## config.mk

```make
export PLATFORM = sky130hd
export DESIGN_NAME = xsort_top
export DESIGN_NICKNAME = d
export VERILOG_FILES = /design/src/rtl/xsort_pkg.sv /design/src/rtl/xsort_mem.sv /design/src/rtl/xsort_dp.sv /design/src/rtl/xsort_ctrl.sv /design/src/rtl/xsort_top.sv
export SDC_FILE = /design/constraint.sdc
export NUM_CORES = 1
export LEC_CHECK = 0
export CAP_MARGIN = 20
export CORE_MARGIN = 8
export CORE_UTILIZATION = 55
export CTS_CLUSTER_SIZE = 20
export DETAILED_ROUTE_END_ITERATION = 7
export PLACE_DENSITY = 0.85
export SYNTH_ARGS = -nofsm -noshare
export SYNTH_HDL_FRONTEND = slang
export SYNTH_HIERARCHICAL = 1
export SYNTH_SLANG_ARGS = --single-unit
```

## constraint.sdc

```tcl
create_clock -name clk -period 3.67 [get_ports clk]
set_input_delay 0.734 -clock clk [delete_from_list [all_inputs] [get_ports clk]]
set_output_delay 0.734 -clock clk [all_outputs]
set_load 0.01 [all_outputs]
```

## src/rtl/xsort_pkg.sv

```systemverilog
package xsort_pkg;

    typedef enum logic [3:0] {
        ST_IDLE,
        ST_RD_I,
        ST_LD_I,
        ST_RD_J,
        ST_LD_J,
        ST_CMP,
        ST_WR_I,
        ST_WR_J,
        ST_RR_I,
        ST_RL_I,
        ST_NEXT,
        ST_DONE
    } st_e;

    // control bundle from controller to datapath and memory mux
    typedef struct packed {
        logic ld_i;    // clear outer index
        logic inc_i;   // advance outer index
        logic ld_j;    // load inner index with i+1
        logic inc_j;   // advance inner index
        logic cap_a;   // capture read data into A
        logic cap_b;   // capture read data into B
        logic sel_j;   // address from j (else i)
        logic wr_a;    // write data from A (else B)
        logic we;      // sorter write
        logic re;      // sorter read
        logic own;     // host may own memory
        logic done;    // sort finished
    } ctl_t;

endpackage

```

## src/rtl/xsort_mem.sv

```systemverilog
module xsort_mem #(
    parameter int N = 8,
    parameter int L = 2,
    parameter int K = 4
) (
    input  logic         clk,
    input  logic         rst_n,
    input  logic         we,
    input  logic         re,
    input  logic [L-1:0] addr,
    input  logic [N-1:0] wdata,
    output logic [N-1:0] rdata
);
    localparam logic [L:0] DEPTH = (L+1)'(K);

    logic [N-1:0] store [K];
    logic [N-1:0] rdata_d, rdata_q;
    logic         in_range;

    assign in_range = ({1'b0, addr} < DEPTH);

    always_ff @(posedge clk) begin
        if (we && in_range) begin
            store[addr] <= wdata;
        end
    end

    always_comb begin
        rdata_d = rdata_q;
        if (re) begin
            rdata_d = in_range ? store[addr] : '0;
        end
    end

    always_ff @(posedge clk or negedge rst_n) begin
        if (!rst_n) rdata_q <= '0;
        else        rdata_q <= rdata_d;
    end

    assign rdata = rdata_q;
endmodule

```

## src/rtl/xsort_dp.sv

```systemverilog
module xsort_dp
    import xsort_pkg::*;
#(
    parameter int N = 8,
    parameter int L = 2,
    parameter int K = 4
) (
    input  logic         clk,
    input  logic         rst_n,
    input  ctl_t         ctl,
    input  logic [N-1:0] rdata,
    output logic [L-1:0] i_idx,
    output logic [L-1:0] j_idx,
    output logic         i_last,
    output logic         j_last,
    output logic         a_gt_b,
    output logic [L-1:0] s_addr,
    output logic [N-1:0] s_wdata
);
    localparam logic [L-1:0] I_LAST = L'(K - 2);
    localparam logic [L-1:0] J_LAST = L'(K - 1);

    typedef struct packed {
        logic [L-1:0] i;
        logic [L-1:0] j;
        logic [N-1:0] a;
        logic [N-1:0] b;
    } dp_s;

    dp_s dp_d, dp_q;

    always_comb begin
        dp_d = dp_q;
        if (ctl.ld_i)       dp_d.i = '0;
        else if (ctl.inc_i) dp_d.i = dp_q.i + 1'b1;
        if (ctl.ld_j)       dp_d.j = dp_q.i + 1'b1;
        else if (ctl.inc_j) dp_d.j = dp_q.j + 1'b1;
        if (ctl.cap_a)      dp_d.a = rdata;
        if (ctl.cap_b)      dp_d.b = rdata;
    end

    always_ff @(posedge clk or negedge rst_n) begin
        if (!rst_n) dp_q <= '0;
        else        dp_q <= dp_d;
    end

    assign i_idx   = dp_q.i;
    assign j_idx   = dp_q.j;
    assign i_last  = (dp_q.i == I_LAST);
    assign j_last  = (dp_q.j == J_LAST);
    assign a_gt_b  = (dp_q.a > dp_q.b);
    assign s_addr  = ctl.sel_j ? dp_q.j : dp_q.i;
    assign s_wdata = ctl.wr_a ? dp_q.a : dp_q.b;
endmodule

```

## src/rtl/xsort_ctrl.sv

```systemverilog
module xsort_ctrl
    import xsort_pkg::*;
(
    input  logic clk,
    input  logic rst_n,
    input  logic go,
    input  logic i_last,
    input  logic j_last,
    input  logic a_gt_b,
    output ctl_t ctl
);
    typedef struct packed {
        st_e st;
    } fsm_s;

    fsm_s fsm_d, fsm_q;

    always_comb begin
        fsm_d = fsm_q;
        ctl   = '0;
        unique case (fsm_q.st)
            ST_IDLE: begin
                ctl.own = 1'b1;
                if (go) begin
                    ctl.ld_i    = 1'b1;
                    fsm_d.st    = ST_RD_I;
                end
            end
            ST_RD_I: begin
                ctl.re   = 1'b1;
                fsm_d.st = ST_LD_I;
            end
            ST_LD_I: begin
                ctl.cap_a = 1'b1;
                ctl.ld_j  = 1'b1;
                fsm_d.st  = ST_RD_J;
            end
            ST_RD_J: begin
                ctl.re    = 1'b1;
                ctl.sel_j = 1'b1;
                fsm_d.st  = ST_LD_J;
            end
            ST_LD_J: begin
                ctl.cap_b = 1'b1;
                fsm_d.st  = ST_CMP;
            end
            ST_CMP: begin
                fsm_d.st = a_gt_b ? ST_WR_I : ST_NEXT;
            end
            ST_WR_I: begin
                ctl.we   = 1'b1;
                fsm_d.st = ST_WR_J;
            end
            ST_WR_J: begin
                ctl.we    = 1'b1;
                ctl.sel_j = 1'b1;
                ctl.wr_a  = 1'b1;
                fsm_d.st  = ST_RR_I;
            end
            ST_RR_I: begin
                ctl.re   = 1'b1;
                fsm_d.st = ST_RL_I;
            end
            ST_RL_I: begin
                ctl.cap_a = 1'b1;
                fsm_d.st  = ST_NEXT;
            end
            ST_NEXT: begin
                if (!j_last) begin
                    ctl.inc_j = 1'b1;
                    fsm_d.st  = ST_RD_J;
                end else if (!i_last) begin
                    ctl.inc_i = 1'b1;
                    fsm_d.st  = ST_RD_I;
                end else begin
                    fsm_d.st  = ST_DONE;
                end
            end
            ST_DONE: begin
                ctl.done = 1'b1;
                if (!go) fsm_d.st = ST_IDLE;
            end
            default: fsm_d.st = ST_IDLE;
        endcase
    end

    always_ff @(posedge clk or negedge rst_n) begin
        if (!rst_n) fsm_q.st <= ST_IDLE;
        else        fsm_q    <= fsm_d;
    end
endmodule

```

## src/rtl/xsort_top.sv

```systemverilog
module xsort_top
    import xsort_pkg::*;
#(
    parameter int K = 4,
    parameter int N = 8,
    parameter int L = 2
) (
    input  logic         clk,
    input  logic         rst_n,
    input  logic [N-1:0] host_wdata,
    input  logic [L-1:0] host_addr,
    input  logic         host_we,
    input  logic         sort_go,
    input  logic         host_re,
    output logic [N-1:0] rd_word,
    output logic         sort_done
);
    initial begin
        if (K < 2 || K > (1 << L)) $error("xsort_top: K must lie in 2..2**L");
    end

    ctl_t         ctl;
    logic [L-1:0] i_idx, j_idx, s_addr;
    logic [N-1:0] s_wdata, rdata;
    logic         i_last, j_last, a_gt_b;
    logic         host_own, mem_we, mem_re;
    logic [L-1:0] mem_addr;
    logic [N-1:0] mem_wdata;

    xsort_ctrl u_ctrl (
        .clk    (clk),
        .rst_n  (rst_n),
        .go     (sort_go),
        .i_last (i_last),
        .j_last (j_last),
        .a_gt_b (a_gt_b),
        .ctl    (ctl)
    );

    xsort_dp #(.N(N), .L(L), .K(K)) u_dp (
        .clk     (clk),
        .rst_n   (rst_n),
        .ctl     (ctl),
        .rdata   (rdata),
        .i_idx   (i_idx),
        .j_idx   (j_idx),
        .i_last  (i_last),
        .j_last  (j_last),
        .a_gt_b  (a_gt_b),
        .s_addr  (s_addr),
        .s_wdata (s_wdata)
    );

    // host owns the memory only while idle and in load mode
    assign host_own  = ctl.own && !sort_go;
    assign mem_we    = host_own ? host_we    : ctl.we;
    assign mem_re    = host_own ? host_re    : ctl.re;
    assign mem_addr  = host_own ? host_addr  : s_addr;
    assign mem_wdata = host_own ? host_wdata : s_wdata;

    xsort_mem #(.N(N), .L(L), .K(K)) u_mem (
        .clk   (clk),
        .rst_n (rst_n),
        .we    (mem_we),
        .re    (mem_re),
        .addr  (mem_addr),
        .wdata (mem_wdata),
        .rdata (rdata)
    );

    assign rd_word   = rdata;
    assign sort_done = ctl.done;
endmodule

```

## Word-level counts from Yosys, hierarchy flattened

Memories as Yosys holds them, arrays and structs flattened. A register that Yosys moved wholly into a read port is not among the register bits.
Cells that the tools add are included.

- Output and inout port bits: 9
- Bits in registers: 24
- Input port bits: 15
- Word-level logic and storage cells: 69
- Bits in writable memories: 32
- Memories: 1

- Muxes and demuxes: 34
- Equal/unequal tests: 15
- Add/sub/neg operators: 2
- Order comparisons: 1
- Reductions and logical operators: 11

Memories:

| memory | depth | width | read ports | clocked after Yosys merged registers in | write ports | RTL line | RTL |
|---|---|---|---|---|---|---|---|
| u_mem.store | 4 | 8 | 1 | 1 | 1 | xsort_mem.sv:16 | `logic [N-1:0] store [K];` |

Operators with widths:

| cell | number |
|---|---|
| one-hot mux 4 bit (12 select lines) | 1 |
| two-way mux 1 bit | 20 |
| two-way mux 4 bit | 5 |
| == test 4 x 3 -> 1 bit (second input constant) | 4 |
| == test 4 bit (second input constant) | 4 |
| two-way mux 8 bit | 2 |
| two-way mux 2 bit | 6 |
| == test 4 x 2 -> 1 bit (second input constant) | 2 |
| greater-than comparator 8 bit | 1 |
| OR reduction 2 bit | 3 |
| adder 2 x 1 -> 2 bit (second input constant) | 2 |
| == test 2 bit (second input constant) | 2 |
| == test 4 x 1 -> 1 bit (second input constant) | 1 |
| logical NOT 4 bit | 1 |
| inequality test 2 bit (second input constant) | 2 |
| nonzero test 2 bit | 2 |
| OR reduction 3 bit | 1 |
| logical NOT 1 bit | 2 |
| AND reduction 2 bit | 1 |
| logical AND 1 bit | 1 |

## Depth between registers and ports, before layout

Gate-level depths: netlist of run 1.

- Word-level depth: 6
- Mapped depth: 9
- Gate-level depth less buffers: 8

## Modules after synthesis

Netlist of run 1, hierarchy kept.

By module, submodules not included:

| module | sequential area each (um^2) | instances | area each (um^2) | cells an instance |
|---|---|---|---|---|
| xsort_mem | 1,161.1 | 1 | 1,511.4 | 82 |
| xsort_dp | 500.5 | 1 | 1,096.1 | 109 |
| xsort_ctrl | 100.1 | 1 | 345.3 | 44 |
| xsort_top | 0.0 | 1 | 197.7 | 14 |

## Worst setup path before layout of run 1

No wires, ideal clock.

- Kind: register to register
- From: register u_ctrl/fsm_q[0] (netlist bit)
- To: memory u_mem.store[0][0] (enable)
- Setup time: 0.385 ns
- Period minus slack after synthesis: 2.698 ns
- Arrival: 2.313 ns
- Buffers on the path: 3
- Slack: 0.972 ns
- Required time: 3.285 ns
- Stages on the path, launching flop included: 8
- Cells stage by stage: dfrtp_1 > buf_2 > nor4_2 > nand2b_4 > buf_6 > mux2_4 > buf_4 > nor3b_1

RTL lines:

| element | RTL line | RTL |
|---|---|---|
| from (decl) | xsort_ctrl.sv:16 | `fsm_s fsm_d, fsm_q;` |
| from (signal assigned) | xsort_ctrl.sv:89 | `else fsm_q <= fsm_d;` |
| to (decl) | xsort_mem.sv:16 |  |

## Final worst setup path of run 1

- From: input sort_go
- To: memory u_mem.store[2][6] (enable)

- Elaborated cells between the ends (all ways): 6
- Classes of those cells: 4 x mux; 2 x reduce/logical

RTL lines:

| element | RTL line | RTL |
|---|---|---|
| from (decl) | xsort_top.sv:13 | `input logic sort_go,` |
| logical NOT 1 bit | n/a |  |
| logical AND 1 bit | xsort_top.sv:55 | `assign host_own = ctl.own && !sort_go;` |
| two-way mux 2 bit | xsort_top.sv:58 | `assign mem_addr = host_own ? host_addr : s_addr;` |
| via mem_addr[0] | xsort_top.sv:27 | `logic [L-1:0] mem_addr;` |

The timed path passes the listed nets, and every way through them passes these cells.

==> out/metrics.yaml, run 1 <==
status:
  status: "finished, final reports clean"
hold_path:
  hold_path_depth: 1
  hp-class: "flop to flop"
clocking:
  cts_sinks: 64
  worstSkewPairLatency_ps: 340
  cts_tree: "yes"
  path_clk_slew_ps: 70
  clk_path_buf_depth: 2
  htreeDepth: 3
  cts_buffers: 9
  cts_resized: 0
  ctsHoldBuffers: 0
  cts_setup_buffers: 0
  cts_root_buf: "clkbuf_8"
global_route:
  grt_pass1_wl_um: 9900
  grt_max_degree: 33
  grt_pass1_vias: 1922
  grt_use_total_pct: 15.7
  gr-total-overflow: 0
  antenna_found_initial: 0
place:
  hpwl_um: 4460
  dp_cells: 333
  post-place-ws_ps: 661
  gp_congestion: 0.797
  portBuffers: 23
finish:
  drive_gt1_share_pct: 16.6
  nets: 297
  antenna_cells: 0
  final_cell_count_no_fill: 349
  area_delta_synth_final_pct: 14.6
timing:
  setup_violations: 0
  period_share_pct: 72.6
  rsz0062_at_grt: "false"
  period_needed_ps: 2660
  holdWs_ps: 503
  final-max-slew-violation-count: 0
  clock_skew_ps: 10.7
  tns_ps: 0
  setup_ws_ps: 1010
  worst_pin_slew_ps: 761
  slew_headroom_pct: 49.1
  hold_viol: 0
  max_freq_mhz: 375
die:
  die_h_um: 91.3
  core_area_um2: 5510
  initial_core_util_pct: 56.7
  io_pins: 24
  die_x_um: 91.3
  die_area_um2: 8340
  rows: 27
synthesis:
  syn_area_um2: 3120
  ys_warn_count: 6
  syn_inst: 245
  synth_nets: 270
  avgSynthCellArea_um2: 12.7
power_and_ir_drop:
  p_leak_nw: 1.23
  vdd_ir_drop_max_uv: 260
  powerDensity_nw_per_um2: 395
  finalPower_mw: 1.41
setup_path:
  cp_data_arrival_time_ps: 2640
  path_max_fanout: 20
  crit_type: "input pin to flop"
  cp.required_ps: 3640
  r2r_cells: 4
  worstSetupStartpointType: "input pin"
  endpoint_kind: "flop"
routing:
  dr.first_iter.drc_count: 155
  vias_per_cell: 5.53
  vias: 1929
  totalWireLength_um: 6140
  drc: 0
  ant_nets: 0
  first_pass_iters: 4
  post_drt_wl_per_cell_um: 17.6
flow_run:
  maxCapViolations: 0
==> worst paths after layout <==
kind | to | slack, ps | startpoint
worst max-delay path | u_mem/store[2][6]$_DFFE_PP_ | 1010 | sort_go
worst max register to register | u_mem/store[2][6]$_DFFE_PP_ | 1050 | u_ctrl/fsm_q[0]$_DFFE_PN0P_
worst min register to register | u_dp/j_idx[0]$_DFFE_PN0P_ | 500 | u_dp/i_idx[0]$_DFFE_PN0P_
min in group asynchronous | u_dp/dp_q[2]$_DFFE_PN0P_ | 800 | rst_n
max in group asynchronous | u_ctrl/fsm_q[3]$_DFFE_PN0P_ | 2580 | rst_n
worst min-delay path | u_dp/j_idx[0]$_DFFE_PN0P_ | 500 | u_dp/i_idx[0]$_DFFE_PN0P_
==> flip-flops by register name, indices dropped and copies added, names as in the netlist <==
signal        cells
u_dp/i_idx        2
u_mem/rdata       8
u_dp/dp_q        16
u_dp/j_idx        2
u_ctrl/fsm_q      4
u_mem/store      32
==> metal layers <==
metal	vias up	global-route usage (%)	wire length [um]
li1	953	-	-
met1	902	19.0	2630
met2	61	23.9	2960
met3	13	6.83	396
met4	0	6.28	143
met5	-	0	0
==> cell type report <==
class	count	area, um2
well taps	72	90.1
flip-flops and latches	64	1760
clock inverters	6	61.3
repair buffers	27	260
fillers	404	1930
multi-input cells	159	1230
inverters	11	41.3
clock buffers	10	128
==> metrics by stage <==
stage	utilization (%)	instance area, um2
2_1_floorplan	-	3120
3_3_place_gp	61.5	3390
3_5_place_dp	61.5	3390
4_1_cts	64.9	3570
5_1_grt	64.9	3570
6_report	64.9	3570
==> worst max-delay path, cell delays in order <==
cell             delay [ps]
clkdlybuf4s50_1         560
nand2b_4                310
mux2_4                  470
nor2_1                  570
==> power by group <==
group	internal, mW	total [mW]	switching (mW)	leakage, nW
sequential	0.753	0.759	0.00564	0.480
combinational	0.0403	0.0813	0.0410	0.655
clock	0.311	0.571	0.260	0.0960
==> layout by cell type (no fill, tap or decap), types with 2 or more instances in the layout <==
cell             instances
a211oi_1                 4
a21oi_1                  7
and2_1                   2
buf_4                    4
clkbuf_8                 9
clkdlybuf4s50_1         23
clkinv_2                 3
dfrtp_1                 32
edfxtp_1                32
ha_1                    10
inv_1                   11
mux2_2                  12
mux2_4                  10
mux2i_1                 17
nand2_1                 22
nand2b_1                12
nand3b_1                 2
nor2_1                  11
nor2b_1                  2
nor3_1                   3
o21ai_0                 17
o221ai_1                 8
Power figures use the tool's default switching activity.
==> inputs of run 2 (changes only) <==
==> constraint.sdc (replaced) <==
create_clock -name clk -period 2.7 [get_ports clk]
set_input_delay 0.54 -clock clk [delete_from_list [all_inputs] [get_ports clk]]
set_output_delay 0.54 -clock clk [all_outputs]
set_load 0.01 [all_outputs]
==> run 2 against run 1 <==
Final area increased by 0.77%. Die area unchanged. Register-to-register slack got worse by 750 ps. Sequential power increased by 36%. Global-route usage increased by 0.81 points. Combinational power increased by 49%. Clock power increased by 16%. Power increased by 28%.
==> out/metrics.yaml, run 2 (synthesis results as in run 1) <==
global_route:
  gr-total-overflow: 0  # unchanged
  grt_max_degree: 33  # unchanged
  antenna_found_initial: 0  # unchanged
  grt_use_total_pct: 16.5  # +0.81 points
  grt_pass1_vias: 2115  # +10%
  grt_pass1_wl_um: 10500  # +6.2%
routing:
  drc: 0  # unchanged
  dr.first_iter.drc_count: 106  # -32%
  first_pass_iters: 4  # unchanged
  ant_nets: 0  # unchanged
  wl_met2_um: 3320  # +12%
  top_layer_used: "met4"
  vias: 2055  # +6.5%
  met1_length_um: 2700  # +2.4%
  post_drt_wl_per_cell_um: 18.4  # +4.7%
  totalWireLength_um: 6570  # +7.1%
  met3_length_um: 411  # +3.8%
  vias_per_cell: 5.76  # +4.1%
clocking:
  cts_setup_buffers: 0  # unchanged
  path_clk_slew_ps: 60  # about the same
  cts_buffers: 9  # unchanged
  cts_sinks: 64  # unchanged
  ctsHoldBuffers: 0  # unchanged
  clk_path_buf_depth: 2  # unchanged
  cts_root_buf: "clkbuf_8"
  htreeDepth: 3  # unchanged
  cts_tree: "yes"
  cts_resized: 0  # unchanged
  worstSkewPairLatency_ps: 330  # about the same
power_and_ir_drop:
  switching_power_uw: 399  # +30%
  powerDensity_nw_per_um2: 502  # +27%
  vdd_ir_drop_max_uv: 279  # +7.3%
  p_comb_share_pct: 6.7  # +0.9 points
  p_clk_share_pct: 36.5  # -3.9 points
  finalPower_mw: 1.81  # +28%
  sequentialPowerShare_pct: 56.8  # +3.0 points
  swShare_pct: 22.0  # +0.31 points
  p_int_mw: 1.41  # +28%
  p_leak_nw: 1.25  # +1.8%
setup_path:
  worstSetupStartpointType: "flop"
  cp_data_arrival_time_ps: 2400  # -240 ps
  crit_type: "flop to flop"
  path_max_fanout: 10  # -50%
  cp.required_ps: 2700  # -940 ps
  endpoint_kind: "flop"
finish:
  drive_gt1_share_pct: 17.9  # +1.3 points
  regMostFlops: "u_mem/store"
  final_cell_area_um2: 3600  # +0.77%
  final_cell_mix: "dfrtp_1, edfxtp_1, clkdlybuf4s50_1, nand2_1"
  multi_input_area_um2: 1230  # unchanged
  nFillCells: 409  # +1.2%
  nets: 305  # +2.7%
  final_cell_count_no_fill: 357  # +2.3%
  largest_reg_flops: 32  # unchanged
  antenna_cells: 0  # unchanged
  final-seq-area_um2: 1760  # unchanged
  area_delta_synth_final_pct: 15.4
timing:
  final-max-slew-violation-count: 0  # unchanged
  max_freq_mhz: 416
  setup_violations: 0  # unchanged
  period_needed_ps: 2400
  clock_skew_ps: 6.06  # -4.62 ps
  slew_headroom_pct: 59.4  # +10 points
  tns_ps: 0  # unchanged
  hold_viol: 0  # unchanged
  worst_pin_slew_ps: 600  # -161 ps
  period_share_pct: 89.0
  rsz0062_at_grt: "false"
hold_path:
  hp-class: "flop to flop"
place:
  hpwl_um: 4640  # +4.2%
  gp_congestion: 0.795  # -0.19%
  placed_area_um2: 3450  # +1.8%
  dp_cells: 341  # +2.4%
  portBuffers: 23  # unchanged
die:
  io_pins: 24  # unchanged
  core_area_um2: 5510  # unchanged
  die_h_um: 91.3  # unchanged
  initial_core_util_pct: 56.7  # unchanged
  die_x_um: 91.3  # unchanged
  rows: 27  # unchanged
  die_area_um2: 8340  # unchanged
status:
  status: "finished, final reports clean"
flow_run:
  maxCapViolations: 0  # unchanged
==> run 2: worst paths after layout <==
kind	startpoint	endpoint	slack (ps)	cells after the start
min in group asynchronous	rst_n	u_dp/dp_q[2]$_DFFE_PN0P_	620	2
setup reg to reg	u_ctrl/fsm_q[1]$_DFFE_PN0P_	u_mem/store[1][3]$_DFFE_PP_	300	5
hold reg to reg	u_dp/i_idx[0]$_DFFE_PN0P_	u_dp/j_idx[0]$_DFFE_PN0P_	510	1
setup / recovery	u_ctrl/fsm_q[1]$_DFFE_PN0P_	u_mem/store[1][3]$_DFFE_PP_	300	5
hold / removal	u_dp/i_idx[0]$_DFFE_PN0P_	u_dp/j_idx[0]$_DFFE_PN0P_	510	1
max in group asynchronous	rst_n	u_dp/i_idx[0]$_DFFE_PN0P_	1760	2
==> run 2: final cells by class <==
| cell class | count | area share, % |
|---|---|---|
| Clock buffer | 12 | 3.75 |
| Timing Repair Buffer | 35 | 8.89 |
| Sequential cell | 64 | 48.9 |
| Inverter | 11 | 1.15 |
| Clock inverter | 4 | 0.590 |
| Multi-Input combinational cell | 159 | 34.2 |
| Tap cell | 72 | 2.50 |
==> run 2: per-layer routing <==
layer / GRT usage (%) / up-vias
li1: - / 968
met1: 18.3 / 1002
met2: 28.2 / 69
met3: 5.51 / 16
met4: 7.37 / 0
met5: 0 / -
==> run 2: metrics by stage <==
stage,util (%),hold slack [ps],worst slack [ps]
after floorplan,-,244,1.77
after global placement,62.6,481,281
after detailed placement,62.6,506,233
after CTS,65.4,515,333
after global routing,65.4,536,207
final,65.4,510,298
==> run 2: power groups by stage <==
stage	Combinational, mW	Sequential (mW)	Clock (mW)
final	0.121	1.03	0.660
after global placement	0.117	1.05	0
after CTS	0.122	1.03	0.680
after detailed placement	0.122	1.05	0
after global routing	0.131	1.03	0.712
after floorplan	0.0733	1.05	0
==> run 2: critical path, stage by stage (launching register included) <==
cell and delay, ps:
dfrtp_1 540, nand2_1 220, nor2_1 230, mux2_2 360
mux2_4 280, and3b_1 440
